===== src/rtl/dtg_pkg.sv =====
package dtg_pkg;
    typedef enum logic [1:0] {
        ST_ARM  = 2'd0,
        ST_GAP  = 2'd1,
        ST_PASS = 2'd2
    } dtg_state_e;
endpackage


===== src/rtl/dtg_wo_reg.sv =====
module dtg_wo_reg #(
    parameter int W = 8
) (
    input  logic         clk,
    input  logic         rst_n,
    input  logic         wr_en,
    input  logic [W-1:0] wr_data,
    output logic [W-1:0] value
);
    logic         locked_q;
    logic [W-1:0] value_q;

    always_ff @(posedge clk or negedge rst_n) begin
        if (!rst_n) begin
            locked_q <= 1'b0;
            value_q  <= '0;
        end else if (wr_en && !locked_q) begin
            locked_q <= 1'b1;
            value_q  <= wr_data;
        end
    end

    assign value = value_q;

    // once locked, the stored value never moves again
    a_r2_frozen_after_lock: assert property (@(posedge clk) disable iff (!rst_n)
        locked_q |=> $stable(value_q));
endmodule


===== src/rtl/dtg_src_sel.sv =====
module dtg_src_sel (
    input  logic ovr_en,
    input  logic ovr_odd,
    input  logic pwm_in,
    output logic src
);
    always_comb begin
        src = ovr_en ? ovr_odd : pwm_in;
    end
endmodule


===== src/rtl/dtg_pair.sv =====
module dtg_pair
    import dtg_pkg::*;
#(
    parameter int DT_W = 8
) (
    input  logic            clk,
    input  logic            rst_n,
    input  logic            pwm_top_in,
    input  logic            dt_wr_en,
    input  logic [DT_W-1:0] dt_wr_data,
    input  logic            ovr_en,
    input  logic            ovr_odd,
    input  logic            ovr_even,
    output logic            gate_top,
    output logic            gate_bot
);
    localparam logic [DT_W-1:0] CNT_ONE = DT_W'(1);

    logic [DT_W-1:0] dt_val;
    logic            src;
    logic            lvl_q, lvl_d;
    logic            en_q, even_q;
    logic [DT_W-1:0] cnt_q, cnt_d;
    dtg_state_e      state_q, state_d;
    logic            req_edge;
    logic            load;

    dtg_wo_reg #(.W(DT_W)) u_dtreg (
        .clk     (clk),
        .rst_n   (rst_n),
        .wr_en   (dt_wr_en),
        .wr_data (dt_wr_data),
        .value   (dt_val)
    );

    dtg_src_sel u_sel (
        .ovr_en  (ovr_en),
        .ovr_odd (ovr_odd),
        .pwm_in  (pwm_top_in),
        .src     (src)
    );

    assign req_edge = (src != lvl_q);

    // next-state logic
    always_comb begin
        state_d = state_q;
        cnt_d   = cnt_q;
        lvl_d   = lvl_q;
        load    = 1'b0;
        unique case (state_q)
            ST_ARM:  load = 1'b1;
            ST_GAP: begin
                if (req_edge)             load    = 1'b1;
                else if (cnt_q <= CNT_ONE) state_d = ST_PASS;
                else                       cnt_d   = cnt_q - CNT_ONE;
            end
            ST_PASS: begin
                if (req_edge) load = 1'b1;
            end
            default: state_d = ST_ARM;
        endcase
        if (load) begin
            lvl_d = src;
            if (dt_val == '0) begin
                state_d = ST_PASS;
                cnt_d   = '0;
            end else begin
                state_d = ST_GAP;
                cnt_d   = dt_val;
            end
        end
    end

    // state register
    always_ff @(posedge clk or negedge rst_n) begin
        if (!rst_n) begin
            state_q <= ST_ARM;
            cnt_q   <= '0;
            lvl_q   <= 1'b0;
            en_q    <= 1'b0;
            even_q  <= 1'b0;
        end else begin
            state_q <= state_d;
            cnt_q   <= cnt_d;
            lvl_q   <= lvl_d;
            en_q    <= ovr_en;
            even_q  <= ovr_even;
        end
    end

    // outputs
    always_comb begin
        gate_top = 1'b0;
        gate_bot = 1'b0;
        unique case (state_q)
            ST_ARM, ST_GAP: begin
                gate_top = 1'b0;
                gate_bot = 1'b0;
            end
            ST_PASS: begin
                gate_top = lvl_q;
                gate_bot = en_q ? (even_q & ~lvl_q) : ~lvl_q;
            end
            default: begin
                gate_top = 1'b0;
                gate_bot = 1'b0;
            end
        endcase
    end

    // the two gates never conduct together
    a_r4_no_overlap: assert property (@(posedge clk) disable iff (!rst_n)
        !(gate_top && gate_bot));

    // a change with a nonzero dead-time blanks both gates next cycle
    a_r3_blank_after_edge: assert property (@(posedge clk) disable iff (!rst_n)
        (state_q != ST_ARM && req_edge && dt_val != '0) |=> (!gate_top && !gate_bot));

    // a change inside a gap reloads the full count
    a_r7_full_restart: assert property (@(posedge clk) disable iff (!rst_n)
        (state_q == ST_GAP && req_edge) |=> (cnt_q == $past(dt_val)));

    // the gap count stays between 1 and the locked value
    a_r1_count_bounded: assert property (@(posedge clk) disable iff (!rst_n)
        (state_q == ST_GAP) |-> (cnt_q != '0 && cnt_q <= dt_val));

    // the arm state lasts exactly one cycle after reset
    a_r9_arm_once: assert property (@(posedge clk) disable iff (!rst_n)
        (state_q == ST_ARM) |=> (state_q != ST_ARM));
endmodule


===== config.mk =====
export PLATFORM = sky130hd
export DESIGN_NAME = dtg_pair
export DESIGN_NICKNAME = d
export VERILOG_FILES = /design/src/rtl/dtg_pkg.sv /design/src/rtl/dtg_wo_reg.sv /design/src/rtl/dtg_src_sel.sv /design/src/rtl/dtg_pair.sv
export SDC_FILE = /design/constraint.sdc
export NUM_CORES = 1
export LEC_CHECK = 0
export BUFFER_PORTS_ARGS = -buffer_cell sky130_fd_sc_hd__buf_2
export CORE_UTILIZATION = 40
export DETAILED_ROUTE_END_ITERATION = 12
export SLEW_MARGIN = 20
export SYNTH_ARGS = -nofsm -noshare
export SYNTH_HDL_FRONTEND = slang
export SYNTH_SLANG_ARGS = --single-unit

===== constraint.sdc =====
create_clock -name clk -period 3 [get_ports clk]
set_input_delay 0.6 -clock clk [delete_from_list [all_inputs] [get_ports clk]]
set_output_delay 0.6 -clock clk [all_outputs]
set_load 0.01 [all_outputs]

==> metrics.cfg, run 1 <==
[status]
outcome=finished, final reports clean

[worst_hold_path]
min_path_type=primary input to async pin

[sta]
max_freq_mhz=481
slew_violations=0
clock_skew_ps=1.79
finalCritPeriodShare_pct=69.3
layout_setup_ws_ps=922
worst_pin_slew_ps=705
setup_violations=0
max-slew-margin-rel_pct=52.7
min_period_ps=2080
rsz0062_at_grt=false
hold_violations=0
fin_tns_setup_ps=0

[floorplanning]
die_w_um=55.9
num_rows=19
initial_core_util_pct=42.2
dieHeight_um=55.9
core-area_mm2=0.00276
die_area_mm2=0.00313
io-pin-count=17

[cells_and_area]
final_area_mm2=0.00130
layout-drive-gt1-share_pct=27.3
final_cells=152
multi_input_comb_area_um2=582
regArea_um2=551
nets=144
syn_to_final_growth_pct=11.7
nFillCells=262
n_antenna_cell=0

[critical_path]
crit_path_start_kind=register
r2r_slack_ps=920
crit_path_max_fanout=5
timing.rr.end=cnt_q[1]
crit_arrival_ps=2280
required_ps=3200
criticalPathCategory=register to register
r2r_start=cnt_q[5]
cp-end-kind=register
reg2reg_depth=5

[synth]
synthMuxAreaShare_pct=10.4
ys_seq_elements=22
synth_compound_area_share_pct=9.46
synth-xor-area-share_pct=6.02
synth_top_family_by_area=simple AND/OR/NAND/NOR gates
synth_simple_gate_area_share_pct=17.6
yosysWarnings=0
syn_inst=104
async_flop_share_pct=100
synth_area_mm2=0.00116
synthAdderAreaFrac_pct=6.45
synthesis.nets=125
ys.flop_type=dfrtp_1
synth_edf_count=0
ys_types=30
syn_avg_cell_area_um2=11.2
seq_area_frac_synth_pct=47.3

[pwr]
peakVddDrop_v=0.000586
p_leak_nw=0.557
power_density_mw_per_mm2=937

[grt]
antenna_found_initial=0
grt_pass1_wl_um=3510
grt_pass1_vias=781
track_usage_pct=14.2
overflow=0
grt_max_degree=23

[detailed_routing]
routed_wirelength_um=1910
dr_total_vias=778
avgRoutedWirePerCell_um=12.6
first_pass_iters=4
drc=0
vias_per_cell=5.12
postRouteAntennaNets=0
dr.first_iter.drc_count=11

[clock_tree]
insertion_delay_ps=300
cts_tree=yes
cts.htree.levels=1
cts_buffer_depth=2
cts_setup_buffers=0
cts_buffers=3
post_cts_resize_count=0
clock_sink_count=22
cts-root-buf=clkbuf_4
clkSlewWorstSetupHoldPaths_ps=110
ctsHoldBuffers=0

[placement]
io_buffers=16
dpl-instance-area_mm2=0.00128
place_hpwl_um=1520
gp_congestion=0.781
post-place-ws_ps=754
place_inst=149

[flow_run]
cap_viol_max_count=0

## worst max-delay path by stage
stage             start       end  slack [ps]
5_1_grt        cnt_q[5]  cnt_q[1]         810
6_report       cnt_q[5]  cnt_q[1]         920
3_3_place_gp     ovr_en  cnt_q[1]         810
4_1_cts        cnt_q[5]  cnt_q[1]         930
3_5_place_dp     ovr_en  cnt_q[1]         750
2_1_floorplan  cnt_q[5]  cnt_q[1]        1030
## cells in the final DEF, fill, tap and decap left out, types with 2 or more instances in the layout
cell | Yosys | final
buf_2 | 1 | 16
xnor2_1 | 8 | 8
mux2i_1 | 2 | 2
mux2_2 | 9 | 9
ha_1 | 6 | 6
a21oi_1 | 9 | 9
clkbuf_4 | 0 | 3
dfrtp_1 | 22 | 22
or3_1 | 2 | 2
inv_1 | 5 | 5
nor4_1 | 3 | 3
nor2b_1 | 3 | 3
nor3_1 | 5 | 5
nor2_1 | 10 | 10
nor3b_1 | 2 | 2
## sequential cells by signal, indices dropped and copies added, names as in the netlist
name              flops
u_dtreg.locked_q      1
u_dtreg.value         8
lvl_q                 1
en_q                  1
even_q                1
state_q               2
cnt_q                 8
## worst max-delay path, stage by stage, from the launching register on
cell and delay [ps]:
dfrtp_1 420, or4_4 590, o41ai_4 410, nor2_1 140, mux2i_1 150, mux2_2 260
## Yosys cell counts (2+ instances only)
master    count  area share (%)
a21oi_1       9             3.9
clkbuf_1      2            0.65
dfrtp_1      22              47
ha_1          6             6.5
inv_1         5             1.6
mux2_2        9             8.7
mux2i_1       2             1.7
nor2_1       10             3.2
nor2b_1       3             1.6
nor3_1        5             2.2
nor3b_1       2             1.3
nor4_1        3             1.6
or3_1         2             1.1
xnor2_1       8             6.0
## kinds of logic after synthesis
kind of cell / after synthesis
mux: 11
flops: 22
fa+ha+maj: 6
compound gates: 15
simple gates: 34
buf+inv: 8
xor+xnor: 8
## power breakdown
group	internal [W]	total (W)	switching, W
combinational	0.000266	0.000590	0.000324
sequential	0.000395	0.000501	0.000106
clock	0.0000469	0.000127	0.0000798
total	0.000707	0.00122	0.000511
## metrics by stage
step | hold slack, ps | util, % | power [W]
floorplan | 304 | - | 0.000965
global placement | 453 | 46.3 | 0.00109
detailed placement | 453 | 46.3 | 0.00110
CTS | 245 | 47.1 | 0.00123
global route | 271 | 47.1 | 0.00134
finish | 235 | 47.1 | 0.00122
## layout make-up
cell class	instances	area share [%]
well taps	31	2.98
repair buffers	17	6.74
clock buffers	3	1.73
inverters	5	1.44
flip-flops and latches	22	42.3
multi-input cells	74	44.8
## layer usage
metal | global-route usage [%] | part of all wire [%]
met1 | 18.8 | 47
met2 | 23.4 | 48
met3 | 2.09 | 2.5
met4 | 6.27 | 2.3
met5 | 0 | 0
Power figures use the tool's default switching activity.
==> inputs of run 2 (changes only) <==
==> constraint.sdc (replaced) <==
create_clock -name clk -period 1.85 [get_ports clk]
set_input_delay 0.37 -clock clk [delete_from_list [all_inputs] [get_ports clk]]
set_output_delay 0.37 -clock clk [all_outputs]
set_load 0.01 [all_outputs]
==> run 2 against run 1 <==
Effect of this change: the run now ends with setup timing left; clock-buffer cell count rose by 1; power is 94% higher; combinational power is 130% higher; critical path depth did not move; clock power up 110%; flip-flop and latch count unchanged; via count rose by 12%; cell count is 11% higher; core utilization rose by 6.3 points; global-route usage grew 0.77 points; sequential share of layout area is 5.0 points lower; largest cell class unchanged.
==> metrics.cfg, run 2 (synthesized netlist as in run 1, its figures left out) <==
[floorplanning]
die_w_um=55.9  ; unchanged
initial_core_util_pct=42.2  ; unchanged
dieHeight_um=55.9  ; unchanged
io-pin-count=17  ; unchanged
die_area_mm2=0.00313  ; unchanged
core-area_mm2=0.00276  ; unchanged
num_rows=19  ; unchanged

[detailed_routing]
m1WireLength_um=1000  ; +11%
postRouteAntennaNets=0  ; unchanged
avgRoutedWirePerCell_um=12.7  ; +1.1%
dr.first_iter.drc_count=20  ; +9
dr_total_vias=874  ; +12%
drc=0  ; unchanged
vias_per_cell=5.17  ; +1.0%
route.met2.wl_um=1100  ; +20%
first_pass_iters=4  ; unchanged
routed_wirelength_um=2150  ; +12%
route.met3.wl_um=28  ; -42%
top_layer=met4

[sta]
fin_tns_setup_ps=-14.8  ; -14.8 ps
worst_pin_slew_ps=486  ; -219 ps
clock_skew_ps=3.48  ; +1.69 ps
slew_violations=0  ; unchanged
max_freq_mhz=536  ; +11%
max-slew-margin-rel_pct=67.6  ; +15 points
hold_slack_ps=7.38  ; -228 ps
layout_setup_ws_ps=-14.8  ; -936 ps
finalCritPeriodShare_pct=101  ; +32 points
hold_violations=0  ; unchanged
setup_violations=1  ; +1
min_period_ps=1860  ; -214 ps
rsz0062_at_grt=true

[clock_tree]
clkSlewWorstSetupHoldPaths_ps=120  ; about the same
insertion_delay_ps=300  ; about the same
cts_buffers=3  ; unchanged
cts_buffer_depth=2  ; unchanged
cts-root-buf=clkbuf_4
cts.htree.levels=1  ; unchanged
cts_tree=yes
clock_sink_count=22  ; unchanged
ctsHoldBuffers=0  ; unchanged

[placement]
gp_congestion=0.790  ; +1.2%
io_buffers=16  ; unchanged
dpl-instance-area_mm2=0.00138  ; +7.6%
place_hpwl_um=1640  ; +7.9%

[cells_and_area]
syn_to_final_growth_pct=26.6
final_area_mm2=0.00147  ; +13%
layout_commonest_cell=dfrtp_1
n_antenna_cell=0  ; unchanged
layout-drive-gt1-share_pct=40.6  ; +13 points
mostFrequentLayoutCells=22 x dfrtp_1, 17 x buf_4, 16 x buf_2
nets=160  ; +11%

[status]
failed_checks=setup timing
outcome=finished, violations left

[grt]
track_usage_pct=15.0  ; +0.77 points
grt_max_degree=23  ; unchanged
overflow=0  ; unchanged
antenna_found_initial=0  ; unchanged
grt_pass1_vias=873  ; +12%
grt_pass1_wl_um=3780  ; +7.9%

[critical_path]
crit_start=cnt_q[3]
r2r_start=cnt_q[3]
criticalPathCategory=register to register
timing.rr.end=state_q[0]
cp-endpoint=state_q[0]
crit_slowest_cell=or4_4
reg2reg_depth=5  ; unchanged
required_ps=2050  ; -1150 ps
cp-end-kind=register
crit_path_start_kind=register
r2r_slack_ps=-10  ; -940 ps
max_stage_delay_ps=580  ; about the same
critical-path-top-delay-family=simple AND/OR/NAND/NOR gates
path_depth=5  ; unchanged
crit_chain=or4_4 -> nor4_4 -> nand2b_1 -> a211o_1 -> a31o_1
crit_path_max_fanout=3  ; -2
crit_arrival_ps=2070  ; -210 ps
crit_buf_inv=0  ; unchanged

[pwr]
power_density_mw_per_mm2=1600  ; +71%
peakVddDrop_v=0.00100  ; +71%
p_total_w=0.00236  ; +94%
p_leak_nw=0.652  ; +17%

[worst_hold_path]
min_path_type=primary input to async pin

[flow_run]
cap_viol_max_count=0  ; unchanged

==> run 2: how the worst min path moves through the flow <==
stage,startpoint,end
after floorplan,rst_n,cnt_q[0]
after global placement,rst_n,cnt_q[0]
after detailed placement,rst_n,state_q[0]
after CTS,rst_n,state_q[0]
after global routing,rst_n,state_q[0]
final,rst_n,state_q[0]
==> run 2: metal layers <==
| layer | up-vias | global-route usage (%) |
|---|---|---|
| met5 | - | 0 |
| met4 | 0 | 4.18 |
| met3 | 2 | 2.09 |
| met2 | 10 | 26.7 |
| met1 | 426 | 19.1 |
| li1 | 436 | - |
==> run 2: final cells by class <==
type / instances / area, um^2
Clock buffer: 4 / 36.3
Timing Repair Buffer: 33 / 208
Multi-Input combinational cell: 74 / 621
Fill cell: 248 / 1280
Sequential cell: 22 / 551
Inverter: 5 / 18.8
Tap cell: 31 / 38.8
==> run 2: worst register-to-register path: cells and delay by family (launching register included) <==
| family | cells | cell delay [ps] |
|---|---|---|
| AO/OA/AOI/OAI | 2 | 440 |
| flip-flops | 1 | 400 |
| AND/OR/NAND/NOR | 3 | 940 |
==> run 2: what timing repair did <==
action | in CTS | in global routing
resized for setup | 0 | 7
buffers inserted | 0 | 3
pin swaps | 4 | 3
setup endpoints to repair | 2 | 10
==> run 2: stage by stage <==
| step | util, % | std cells | setup slack, ps |
|---|---|---|---|
| after floorplan | - | 104 | -40.2 |
| after CTS | 51.2 | 166 | 1.88 |
| final | 53.4 | 169 | -14.8 |
| after global routing | 53.4 | 169 | -72.9 |
| after global placement | 49.9 | 162 | 37.5 |
| after detailed placement | 49.9 | 162 | 6.88 |
==> run 2: power by group <==
part           internal, W  switching [W]
sequential        0.000640       0.000124
combinational     0.000656       0.000681
clock             0.000120       0.000142
==> inputs of run 3 (changes only) <==
--- a/config.mk
+++ b/config.mk
@@ -6,8 +6,11 @@
 export NUM_CORES = 1
 export LEC_CHECK = 0
 export BUFFER_PORTS_ARGS = -buffer_cell sky130_fd_sc_hd__buf_2
-export CORE_UTILIZATION = 40
+export CELL_PAD_IN_SITES_DETAIL_PLACEMENT = 0
+export CELL_PAD_IN_SITES_GLOBAL_PLACEMENT = 2
+export CORE_UTILIZATION = 32
 export DETAILED_ROUTE_END_ITERATION = 12
+export PLACE_DENSITY_LB_ADDON = 0.1
 export SLEW_MARGIN = 20
 export SYNTH_ARGS = -nofsm -noshare
 export SYNTH_HDL_FRONTEND = slang
==> constraint.sdc (replaced) <==
create_clock -name clk -period 1.85 [get_ports clk]
set_input_delay 0.185 -clock clk [delete_from_list [all_inputs] [get_ports clk]]
set_output_delay 0.185 -clock clk [all_outputs]
set_load 0.01 [all_outputs]
==> run 3 against run 2 <==
Effect of this change: the flow still finishes with violations (setup timing); register-to-register slack worse by 30 ps; final area is 1.4% higher; clock-buffer cell count is 1 lower; fmax is 1.6% lower; setup slack worse by 30 ps; critical endpoint unchanged; largest cell class unchanged; largest power group unchanged.
==> metrics.cfg, run 3 (synthesized netlist as in run 1, its figures left out) <==
[clock_tree]
cts.htree.levels=1  ; unchanged
clock_sink_count=22  ; unchanged
clkSlewWorstSetupHoldPaths_ps=110  ; about the same
cts-root-buf=clkbuf_4
cts_tree=yes
cts_buffer_depth=2  ; unchanged
cts_setup_buffers=0  ; unchanged
cts_buffers=3  ; unchanged
insertion_delay_ps=290  ; about the same

[floorplanning]
io-pin-count=17  ; unchanged
die_w_um=62.3  ; +11%
die_area_mm2=0.00388  ; +24%
dieHeight_um=62.3  ; +11%
initial_core_util_pct=34.1  ; -8.1 points
core-area_mm2=0.00342  ; +24%
num_rows=21  ; +2

[pwr]
p_leak_nw=0.644  ; -1.4%
combPwrFrac_pct=58.1  ; +1.5 points
power.share.sequential_pct=33.1  ; +0.7 points
p_total_w=0.00233  ; -1.6%
peakVddDrop_v=0.000598  ; -40%
intPower_w=0.00139  ; -1.7%
clkPwrFrac_pct=8.8  ; -2.3 points
sw_frac_of_total_pct=40.2  ; +0.063 points
switching_power_w=0.000934  ; -1.4%
power_density_mw_per_mm2=1560  ; -2.9%

[critical_path]
required_ps=2050  ; about the same
crit_arrival_ps=2090  ; +20 ps
max_stage_delay_ps=580  ; about the same
criticalPathCategory=register to register
r2r_start=cnt_q[5]
crit_chain=or4_4 -> nor4_4 -> nand2b_1 -> a211o_1 -> a31o_1
crit_path_start_kind=register
crit_buf_inv=0  ; unchanged
crit_slowest_cell=or4_4
reg2reg_depth=5  ; unchanged
r2r_slack_ps=-40  ; -30 ps
critical-path-top-delay-family=simple AND/OR/NAND/NOR gates
timing.rr.end=state_q[0]
cp-end-kind=register
crit_path_max_fanout=4  ; +1

[grt]
overflow=0  ; unchanged
grt_max_degree=23  ; unchanged
antenna_found_initial=0  ; unchanged
grt_pass1_vias=870  ; -0.34%
grt_pass1_wl_um=3880  ; +2.5%
track_usage_pct=12.4  ; -2.6 points

[status]
outcome=finished, violations left
failed_checks=setup timing

[sta]
layout_setup_ws_ps=-44.5  ; -29.7 ps
hold_violations=0  ; unchanged
rsz0062_at_grt=true
finalCritPeriodShare_pct=102  ; +1.6 points
min_period_ps=1890  ; +29.7 ps
worst_pin_slew_ps=482  ; -3.18 ps
clock_skew_ps=2.70  ; -0.781 ps
max-slew-margin-rel_pct=67.8  ; +0.21 points
slew_violations=0  ; unchanged
setup_violations=3  ; +2
max_freq_mhz=528  ; -1.6%
fin_tns_setup_ps=-79.1  ; -64.3 ps

[detailed_routing]
drc=0  ; unchanged
dr_total_vias=836  ; -4.3%
avgRoutedWirePerCell_um=11.6  ; -8.9%
first_pass_iters=3  ; -1
dr.first_iter.drc_count=19  ; -5.0%
postRouteAntennaNets=0  ; unchanged
routed_wirelength_um=2120  ; -1.4%
vias_per_cell=4.57  ; -12%

[worst_hold_path]
min_to=u_dtreg.locked_q
hp-start=dt_wr_en
min_path_type=primary input to register
min_path_cells=2

[placement]
post-place-ws_ps=-13.9  ; -20.7 ps
gp_congestion=0.802  ; +1.6%
place_inst=177  ; +9.3%
io_buffers=16  ; unchanged
place_hpwl_um=1660  ; +0.95%

[cells_and_area]
nFillCells=348  ; +40%
mostFrequentLayoutCells=22 x dfrtp_1, 16 x buf_2, 14 x buf_4
syn_to_final_growth_pct=28.3
nets=160  ; unchanged
layout-drive-gt1-share_pct=39.4  ; -1.2 points
n_antenna_cell=0  ; unchanged
final_util_pct=43.7  ; -9.7 points
layout_commonest_cell=dfrtp_1
final_cells=183  ; +8.3%

[flow_run]
cap_viol_max_count=0  ; unchanged

## run 3: through the flow
step | area [um^2] | hold WS (ps)
final | 1490 | 86.1
after CTS | 1450 | 73.7
after global placement | 1390 | 174
after detailed placement | 1390 | 177
after floorplan | 1160 | -111
after global routing | 1490 | 80.9
## run 3: final cells by class
type	count	area, um^2	share of cell area (%)
well taps	46	57.6	3.86
inverters	5	18.8	1.26
clock buffers	3	22.5	1.51
flip-flops and latches	22	551	36.9
multi-input cells	74	628	42.1
repair buffers	33	215	14.4
## run 3: metal layers
metal	part of all wire (%)	GRT usage, %
met1	52	16.6
met2	45	20.2
met3	1.8	1.29
met4	0.99	5.52
met5	0	0
## run 3: worst reg2reg max path, stage by stage (launching register included)
cell      delay, ps
dfrtp_1         390
or4_4           580
nor4_4          240
nand2b_1        100
a211o_1         290
a31o_1          210
## run 3: how the worst max path moves through the flow
stage	startpoint	end	slack [ps]	cells after the start
floorplan	cnt_q[5]	cnt_q[1]	-40	5
global placement	cnt_q[5]	state_q[0]	6	5
detailed placement	cnt_q[5]	state_q[0]	-10	5
CTS	cnt_q[5]	cnt_q[3]	-30	6
global route	cnt_q[5]	state_q[0]	-100	5
finish	cnt_q[5]	state_q[0]	-40	5
## run 3: timing repair
action,4_1_cts,5_1_grt
endpoints found under the setup margin,4,10
gates cloned,0,0
endpoints found under the hold margin,24,0
pin swaps,0,2
hold buffers,3,0
gates resized for setup,2,8
## run 3: power by group through the flow
stage,logic (W),clock network [W],registers [W]
5_1_grt,0.00151,0.000234,0.000792
3_3_place_gp,0.00126,0,0.000774
4_1_cts,0.00129,0.000221,0.000766
2_1_floorplan,0.000779,0,0.000786
3_5_place_dp,0.00127,0,0.000778
6_report,0.00135,0.000204,0.000770
